$ cat src/rtl/aud_rx_pkg.sv
package aud_rx_pkg;
  typedef enum logic [1:0] {
    FMT_RJ  = 2'b00,
    FMT_I2S = 2'b01,
    FMT_LJ  = 2'b10,
    FMT_DSP = 2'b11
  } fmt_e;
endpackage

$ cat src/rtl/aud_rx_sync.sv
module aud_rx_sync #(
  parameter int STAGES = 2,
  parameter int WIDTH  = 3
) (
  input  logic             clk,
  input  logic             rst,
  input  logic [WIDTH-1:0] din,
  output logic [WIDTH-1:0] dout
);
  for (genvar g = 0; g < WIDTH; g++) begin : g_chain
    logic [STAGES-1:0] chain;
    always_ff @(posedge clk) begin
      if (rst) chain <= '0;
      else     chain <= {chain[STAGES-2:0], din[g]};
    end
    assign dout[g] = chain[STAGES-1];
  end
endmodule

$ cat src/rtl/aud_rx_edge.sv
module aud_rx_edge (
  input  logic clk,
  input  logic rst,
  input  logic bclk_s,
  output logic bit_rise
);
  logic bclk_d;

  always_ff @(posedge clk) begin
    if (rst) bclk_d <= 1'b0;
    else     bclk_d <= bclk_s;
  end

  assign bit_rise = bclk_s & ~bclk_d;

  // a rise event never lasts two cycles
  assert_rise_single_R9: assert property (@(posedge clk) disable iff (rst)
    bit_rise |=> !bit_rise);
endmodule

$ cat src/rtl/aud_rx_deframe.sv
module aud_rx_deframe
  import aud_rx_pkg::*;
#(
  parameter int W_LONG  = 18,
  parameter int W_SHORT = 16
) (
  input  logic              clk,
  input  logic              rst,
  input  logic              bit_rise,
  input  logic              wsel_s,
  input  logic              sd_s,
  input  fmt_e              fmt,
  input  logic              wide,
  output logic [W_LONG-1:0] left_o,
  output logic [W_LONG-1:0] right_o,
  output logic              valid_o
);
  localparam int CW = $clog2(2 * W_LONG + 2);
  localparam logic [CW-1:0] CMAX = '1;
  localparam int PADW = W_LONG - W_SHORT;

  logic [W_LONG-1:0] sh, sh_n, src, word, lhold;
  logic [CW-1:0]     cnt, cnt_n, nlen, nlen2;
  logic              wprev, seen, wedge, cap_l, cap_r;

  assign nlen  = wide ? CW'(W_LONG) : CW'(W_SHORT);
  assign nlen2 = nlen << 1;
  assign sh_n  = {sh[W_LONG-2:0], sd_s};
  assign wedge = seen && (wsel_s != wprev);

  always_comb begin
    cnt_n = cnt;
    if (fmt == FMT_DSP) begin
      if (wedge && wsel_s)  cnt_n = CW'(1);
      else if (cnt != CMAX) cnt_n = cnt + 1'b1;
    end else if (wedge) begin
      cnt_n = (fmt == FMT_I2S) ? CW'(0) : CW'(1);
    end else if (cnt != CMAX) begin
      cnt_n = cnt + 1'b1;
    end
  end

  always_comb begin
    cap_l = 1'b0;
    cap_r = 1'b0;
    unique case (fmt)
      FMT_RJ: begin
        cap_l = wedge && wprev;
        cap_r = wedge && !wprev;
      end
      FMT_LJ: begin
        cap_l = (cnt_n == nlen) && wsel_s;
        cap_r = (cnt_n == nlen) && !wsel_s;
      end
      FMT_I2S: begin
        cap_l = (cnt_n == nlen) && !wsel_s;
        cap_r = (cnt_n == nlen) && wsel_s;
      end
      FMT_DSP: begin
        cap_l = (cnt_n == nlen);
        cap_r = (cnt_n == nlen2);
      end
      default: ;
    endcase
  end

  // right-justified latches the bits before the edge; others include this bit
  assign src  = (fmt == FMT_RJ) ? sh : sh_n;
  assign word = wide ? src : {src[W_SHORT-1:0], {PADW{1'b0}}};

  always_ff @(posedge clk) begin
    if (rst) begin
      sh      <= '0;
      cnt     <= CMAX;
      wprev   <= 1'b0;
      seen    <= 1'b0;
      lhold   <= '0;
      left_o  <= '0;
      right_o <= '0;
      valid_o <= 1'b0;
    end else begin
      valid_o <= 1'b0;
      if (bit_rise) begin
        sh    <= sh_n;
        cnt   <= cnt_n;
        wprev <= wsel_s;
        seen  <= 1'b1;
        if (cap_l) lhold <= word;
        if (cap_r) begin
          left_o  <= lhold;
          right_o <= word;
          valid_o <= 1'b1;
        end
      end
    end
  end

  assert_valid_one_cycle_R8: assert property (@(posedge clk) disable iff (rst)
    valid_o |=> !valid_o);
  assert_hold_between_R8: assert property (@(posedge clk) disable iff (rst)
    !valid_o |-> ($stable(left_o) && $stable(right_o)));
  assert_valid_after_rise_R9: assert property (@(posedge clk) disable iff (rst)
    valid_o |-> $past(bit_rise));
  assert_primed_before_out_R9: assert property (@(posedge clk) disable iff (rst)
    valid_o |-> seen);
  assert_short_pad_zero_R6: assert property (@(posedge clk) disable iff (rst)
    (valid_o && !wide) |-> (left_o[PADW-1:0] == '0 && right_o[PADW-1:0] == '0));
endmodule

$ cat src/rtl/audio_serial_rx.sv
module audio_serial_rx
  import aud_rx_pkg::*;
#(
  parameter int W_LONG      = 18,
  parameter int W_SHORT     = 16,
  parameter int SYNC_STAGES = 2
) (
  input  logic              clk,
  input  logic              rst,
  input  logic              bclk_i,
  input  logic              wclk_i,
  input  logic              sdata_i,
  input  logic [1:0]        fmt_sel,
  input  logic              wide_sel,
  output logic [W_LONG-1:0] left_o,
  output logic [W_LONG-1:0] right_o,
  output logic              valid_o
);
  logic [2:0] raw, synced;
  logic       bit_rise;

  assign raw = {sdata_i, wclk_i, bclk_i};

  aud_rx_sync #(.STAGES(SYNC_STAGES), .WIDTH(3)) i_sync (
    .clk (clk),
    .rst (rst),
    .din (raw),
    .dout(synced)
  );

  aud_rx_edge i_edge (
    .clk     (clk),
    .rst     (rst),
    .bclk_s  (synced[0]),
    .bit_rise(bit_rise)
  );

  aud_rx_deframe #(.W_LONG(W_LONG), .W_SHORT(W_SHORT)) i_deframe (
    .clk     (clk),
    .rst     (rst),
    .bit_rise(bit_rise),
    .wsel_s  (synced[1]),
    .sd_s    (synced[2]),
    .fmt     (fmt_e'(fmt_sel)),
    .wide    (wide_sel),
    .left_o  (left_o),
    .right_o (right_o),
    .valid_o (valid_o)
  );
endmodule

$ cat config.mk
export PLATFORM = sky130hd
export DESIGN_NAME = audio_serial_rx
export DESIGN_NICKNAME = d
export VERILOG_FILES = /design/src/rtl/aud_rx_pkg.sv /design/src/rtl/aud_rx_sync.sv /design/src/rtl/aud_rx_edge.sv /design/src/rtl/aud_rx_deframe.sv /design/src/rtl/audio_serial_rx.sv
export SDC_FILE = /design/constraint.sdc
export NUM_CORES = 1
export LEC_CHECK = 0
export ABC_AREA = 1
export BUFFER_PORTS_ARGS = -buffer_cell sky130_fd_sc_hd__clkbuf_2
export CORE_MARGIN = 2
export CORE_UTILIZATION = 53
export DETAILED_ROUTE_END_ITERATION = 8
export GPL_TIMING_DRIVEN = 1
export MAX_ROUTING_LAYER = met4
export PLACE_DENSITY = 0.76
export SLEW_MARGIN = 20
export SYNTH_ARGS = -nofsm -noshare
export SYNTH_HDL_FRONTEND = slang
export SYNTH_HIERARCHICAL = 1
export SYNTH_SLANG_ARGS = --single-unit
export TNS_END_PERCENT = 30
$ cat constraint.sdc
create_clock -name clk -period 2.1 [get_ports clk]
set_input_delay 0.105 -clock clk [delete_from_list [all_inputs] [get_ports clk]]
set_output_delay 0.105 -clock clk [all_outputs]
set_load 0.005 [all_outputs]
## Word-level counts from Yosys, hierarchy flattened

Index checks and enable logic that the tools add are counted.
Widths: inputs -> output; s select.

| word-level totals | value |
|---|---|
| register bits | 88 |
| logic and storage cells | 46 |

| operators by class | value |
|---|---|
| reduce and logical (&&, ||, !) cells | 12 |
| bitwise logic cells | 3 |
| add/sub/neg operators | 1 |
| equality and inequality tests | 7 |
| muxes and demuxes | 11 |

Operators with widths:

| kind | count |
|---|---|
| $mux 18 | 2 |
| $mux 6 | 4 |
| $eq 6x6->1 | 2 |
| $pmux 1 s4 | 2 |
| $add 6x1->6 const B | 1 |
| $logic_and 1x1->1 | 6 |
| $ne 6x6->1 const B | 1 |
| $eq 2x2->1 const B | 2 |
| $reduce_and 2->1 | 2 |
| $eq 2x1->1 const B | 1 |
| $logic_not 1->1 | 2 |
| $logic_not 2->1 | 1 |
| $mux 1 | 2 |
| $mux 2 | 1 |
| $not 1->1 | 2 |
| $reduce_or 2->1 | 1 |
| $and 1x1->1 | 1 |
| $ne 1x1->1 | 1 |

## Logic depth before layout (Yosys ltp)

| logic depth | value |
|---|---|
| depth in word-level cells | 9 |
| mapped depth | 16 |
| gate-level depth less buffers | 15 |

## Cells and area by module

The synthesis kept the hierarchy.

By module, submodules not included:

| module | sequential area each (um^2) | cells each | area an instance (um^2) | times used |
|---|---|---|---|---|
| aud_rx_deframe | 1621.6 | 564 | 3940.0 | 1 |
| aud_rx_sync | 120.1 | 21 | 187.7 | 1 |
| aud_rx_edge | 20.0 | 4 | 31.3 | 1 |

## Worst setup path before layout

No wires, ideal clock.

| timing path | value |
|---|---|
| kind | register to register |
| start | register i_deframe.cnt[0] |
| end | register i_deframe.right_o[4] |
| buffers on the path | 2 |
| period minus slack after synthesis | 1958 ps |
| data required time | 1987 ps |
| cell stages (with the launch flop) | 15 |
| setup time | 113 ps |
| arrival time | 1844 ps |
| setup slack | 142 ps |
| cell sequence | dfxtp_1 ha_1 nand2_2 nor2_2 nand2_1 nand2_1 nand2_1 a21oi_2 nor2_1 nand3b_1 nand4_2 buf_6 buf_6 a21oi_2 nor2_1 |

| between the ends | value |
|---|---|
| cells in the longest elaborated chain, start to end | 8 |
| elaborated cells between the ends (all ways) | 12 |
| classes of those cells | 1 x add/sub; 3 x eq/ne; 5 x mux; 3 x reduce/logical |

Ends and longest elaborated chain:

| item | line | source |
|---|---|---|
| start: declaration | aud_rx_deframe.sv:23 | `logic [CW-1:0] cnt, cnt_n, nlen, nlen2;` |
| start signal: assignment | aud_rx_deframe.sv:85 | `cnt <= cnt_n;` |
| $add 6x1->6 / $ne 6x6->1 (equally long branches) | aud_rx_deframe.sv:35, aud_rx_deframe.sv:39, aud_rx_deframe.sv:38 |  |
| $mux 6 * | aud_rx_deframe.sv:35, aud_rx_deframe.sv:38 |  |
| $mux 6 (on tied branches) | aud_rx_deframe.sv:36, aud_rx_deframe.sv:34 |  |
| $mux 6 * | aud_rx_deframe.sv:33 | `if (fmt == FMT_DSP) begin` |
| $eq 6x6->1 | aud_rx_deframe.sv:53, aud_rx_deframe.sv:57 |  |
| $logic_and 1x1->1 (on tied branches) | aud_rx_deframe.sv:57, aud_rx_deframe.sv:53 |  |
| $pmux 1 s4 * | aud_rx_deframe.sv:46 | `unique case (fmt)` |
| $reduce_and 2->1 (no source line) * | -- |  |
| end signal: assignment | aud_rx_deframe.sv:91 | `right_o <= word;` |
| end: declaration | aud_rx_deframe.sv:15 | `output logic [W_LONG-1:0] right_o,` |

Mark *: on every way between the ends. The rest lies on a longest branch, timed or not.
A chain may end at the register's enable or synchronous reset.

## Worst setup path in the final report

| timing path | value |
|---|---|
| start | register i_deframe.cnt[1] |
| end | register i_deframe.left_o[1] |

| between the ends | value |
|---|---|
| cells in the longest elaborated chain, start to end | 8 |
| elaborated cells between the ends (all ways) | 12 |
| classes of those cells | 1 x add/sub; 3 x eq/ne; 5 x mux; 3 x reduce/logical |

Ends and longest elaborated chain:

| item | line | source |
|---|---|---|
| $add 6x1->6 / $ne 6x6->1 (equally long branches) | aud_rx_deframe.sv:35, aud_rx_deframe.sv:39, aud_rx_deframe.sv:38 |  |
| $mux 6 * | aud_rx_deframe.sv:35, aud_rx_deframe.sv:38 |  |
| $mux 6 (on tied branches) | aud_rx_deframe.sv:36, aud_rx_deframe.sv:34 |  |
| $mux 6 * | aud_rx_deframe.sv:33 |  |
| $eq 6x6->1 | aud_rx_deframe.sv:53, aud_rx_deframe.sv:57 |  |
| $logic_and 1x1->1 (on tied branches) | aud_rx_deframe.sv:57, aud_rx_deframe.sv:53 |  |
| $pmux 1 s4 * | aud_rx_deframe.sv:46 |  |
| $reduce_and 2->1 (no source line) * | -- |  |
| end signal: assignment | aud_rx_deframe.sv:90 | `left_o <= lhold;` |
| end: declaration | aud_rx_deframe.sv:14 | `output logic [W_LONG-1:0] left_o,` |

Marked as above.

==> impl_metrics.py <==
metrics = {
    "floorplan": {
        "rows": 32,
        "die_h_um": 92.6,
        "start_util_pct": 54.4,
        "dieArea_um2": 8570,
        "ios": 45,
        "fp.coreArea_um2": 7650,
        "die_w_um": 92.6,
    },
    "synthesis": {
        "synth_most_common_cell": "nand2_1",
        "synth_cell_types": 29,
        "postSynthNetCount": 598,
        "synth_top_flop_cell": "dfxtp_1",
        "synth_top_area_share_pct": 42.4,
        "synth-edff-count": 0,
        "syn_inst": 589,
        "avgSynthCellArea_um2": 7.06,
        "synth_common_cells": "133 x nand2_1, 93 x nor2_1, 88 x dfxtp_1, 55 x o21ai_0, 44 x inv_1",
        "yosysWarningCount": 6,
        "synth_top_area_cell": "dfxtp_1",
        "synth_seq_cells": 88,
        "synthArstFlopShare_pct": 0,
        "netlist_area_um2": 4160,
        "synthTopCellsByArea": "dfxtp_1 42%, nand2_1 12%, nor2_1 8.4%",
        "yosysSeqAreaShare_pct": 42.4,
    },
    "clock_network": {
        "clk_latency_ns": 0.35,
        "cts_tree": "done",
        "cts.sinks": 88,
        "root_buffer": "clkbuf_8",
        "cts_buffers": 9,
        "htreeDepth": 3,
        "clockBufferDepth": 2,
        "clk_pin_slew_ns": 0.09,
    },
    "sta": {
        "holdWs_ns": 0.172,
        "hold_violations": 0,
        "min_period_ns": 2.18,
        "finalSetupViolations": 33,
        "timing.final.ws_setup_ns": -0.0801,
        "fin_crit_sh_pct": 104,
        "worst_clock_skew_ns": 0.00915,
        "worst_pin_slew_ns": 0.523,
        "relSlewSlack_pct": 64.8,
        "finalMaxSlewViolations": 0,
        "rsz0062_at_grt": "true",
        "max_freq_mhz": 459,
    },
    "global_routing": {
        "grt.total_usage_pct": 21.6,
        "grt_pass1_vias": 3292,
        "grt_overflow_total": 0,
        "antenna_found_initial": 0,
        "grt_max_degree": 106,
        "grt_pass1_wl_um": 14600,
    },
    "critical_path": {
        "worst_ep_required_time_ns": 2.35,
        "end_kind": "register",
        "critPathKind": "reg2reg",
        "crit_path_max_fanout": 6,
        "critPathLaunchType": "register",
        "cp_data_arrival_time_ns": 2.43,
    },
    "drt": {
        "viasPerCell": 5.29,
        "first_pass_iters": 5,
        "vias": 3887,
        "drc": 0,
        "wl_um": 9720,
        "ant_nets": 0,
        "first_iter_violations": 265,
        "wl_per_cell_um": 13.2,
    },
    "power_and_ir_drop": {
        "peakVddDrop_uv": 331,
        "p_sw_uw": 926,
        "power_frac_comb_pct": 13.6,
        "intPower_mw": 2.42,
        "pwr-share-clk_pct": 34.6,
        "swShare_pct": 27.7,
        "leakage_nw": 2.15,
        "p_seq_share_pct": 51.9,
        "power_density_nw_per_um2": 668,
    },
    "layout": {
        "fin_area_um2": 5010,
        "fillers": 664,
        "synthToLayoutAreaGrowth_pct": 20.4,
        "drive_gt1_share_pct": 23.9,
        "fin_nets": 638,
        "n_antenna_cell": 0,
        "fin_cells": 735,
        "final_core_util_pct": 65.5,
    },
    "status": {
        "violations": "setup timing",
        "status": "complete, but fails checks",
    },
    "placement": {
        "place_hpwl_um": 5830,
        "place_congestion": 0.869,
        "dp.cells": 709,
        "placedInstanceArea_um2": 4490,
        "io_buffer_count": 44,
        "place_ws_ns": -0.0168,
    },
    "hold_path": {
        "hold_path.class": "in2reg",
    },
    "run": {
        "max-cap-violations": 0,
    },
}
## metrics by stage
| stage | setup TNS (ns) | power [mW] |
|---|---|---|
| 4_1_cts | 0 | 3.30 |
| 3_3_place_gp | 0 | 2.14 |
| 3_5_place_dp | -0.0932 | 2.15 |
| 5_1_grt | -6.77 | 3.51 |
| 2_1_floorplan | 0 | 2.05 |
| 6_report | -1.27 | 3.34 |
## repair_timing
action / CTS / global route
resized for setup: 2 / 32
hold buffers: 3 / 0
setup buffers: 0 / 2
endpoints found under the hold margin: 3 / 0
endpoints found under the setup margin: 28 / 55
gates cloned: 0 / 6
pin swaps: 1 / 12
## state kept, by name (all words and copies together), names as in the netlist
| name | count |
|---|---|
| i_deframe/left_o | 18 |
| i_deframe/lhold | 18 |
| i_deframe/wprev | 1 |
| i_deframe/cnt | 6 |
| i_sync/g_chain.chain | 6 |
| i_deframe/right_o | 18 |
| i_edge/bclk_d | 1 |
| i_deframe/sh | 18 |
| i_deframe/valid_o | 1 |
| i_deframe/seen | 1 |
## kinds of logic (layout without fill, tap and decap cells)
| logic type | count (synthesis) | in the layout | share of synthesized area, % |
|---|---|---|---|
| AOI/OAI and AO/OA | 122 | 122 | 17.8 |
| xor gates and xnor gates | 1 | 1 | 0.211 |
| adders and majority gates | 1 | 1 | 0.301 |
| buffers and inverters | 89 | 133 | 9.39 |
| DFF | 88 | 88 | 42.4 |
| and+or+nand+nor | 288 | 288 | 30.0 |
## metal layers
| metal | part of all wire (%) | track usage, % | routed length [µm] |
|---|---|---|---|
| met1 | 43 | 26.5 | 4160 |
| met2 | 50 | 36.7 | 4900 |
| met3 | 4.6 | 3.25 | 444 |
| met4 | 2.2 | 7.09 | 217 |
| met5 | 0 | - | 0 |
## layout by cell type, fill, tap and decap left out, types with 4 or more instances in the layout
master     synthesis  routed
inv_1             44      44
o21ai_0           55      55
clkbuf_16          0       5
nor2_2             5       4
nor2_1            93      91
nand2_1          133     121
a21oi_2           31      29
nand3_1           23      21
dfxtp_2            0       5
buf_12             0       6
buf_4              4       9
nand2_2            2      11
clkbuf_8           0       9
a21oi_1           31      31
dfxtp_1           88      83
nand4_1            6       6
clkbuf_2           0      44
nand3b_1          19      19
## area by class of cell
class                      count  area, µm²  area share (%)
sequential                    88       1770            35.3
clock buffer                   9        124            2.47
inverter                      48        180            3.60
tap                          102        128            2.55
clock inverter                 6       71.3            1.42
timing repair buffer          70        597            11.9
multi-input combinational    412       2140            42.7
## critical path: stages (launching register included)
cell and delay, ns:
dfxtp_2 0.37, ha_4 0.18, nand2_4 0.07, nor2_4 0.14, nand2_4 0.09, nand2_2 0.08
nand2_2 0.06, a21oi_4 0.16, nor2_2 0.08, nand4_1 0.12, nand4_4 0.16, clkbuf_16 0.20
clkbuf_16 0.16, a21oi_2 0.14, nor2_1 0.06
## power by group through the flow
stage	clock network, mW	registers [mW]	logic, mW
2_1_floorplan	0	1.76	0.290
3_3_place_gp	0	1.77	0.377
3_5_place_dp	0	1.77	0.381
4_1_cts	1.18	1.73	0.391
5_1_grt	1.26	1.74	0.505
6_report	1.16	1.73	0.454
## final timing paths
path,startpoint,to,slack [ns],cells after the start
max,i_deframe/cnt[1],i_deframe/left_o[1],-0.08,14
min,rst,i_deframe/lhold[17],0.17,2
max reg2reg,i_deframe/cnt[1],i_deframe/left_o[1],-0.08,14
min reg2reg,i_sync/g_chain[1].chain[0],i_sync/g_chain[1].chain[1],0.40,2
(Power assumes the default switching activity.)
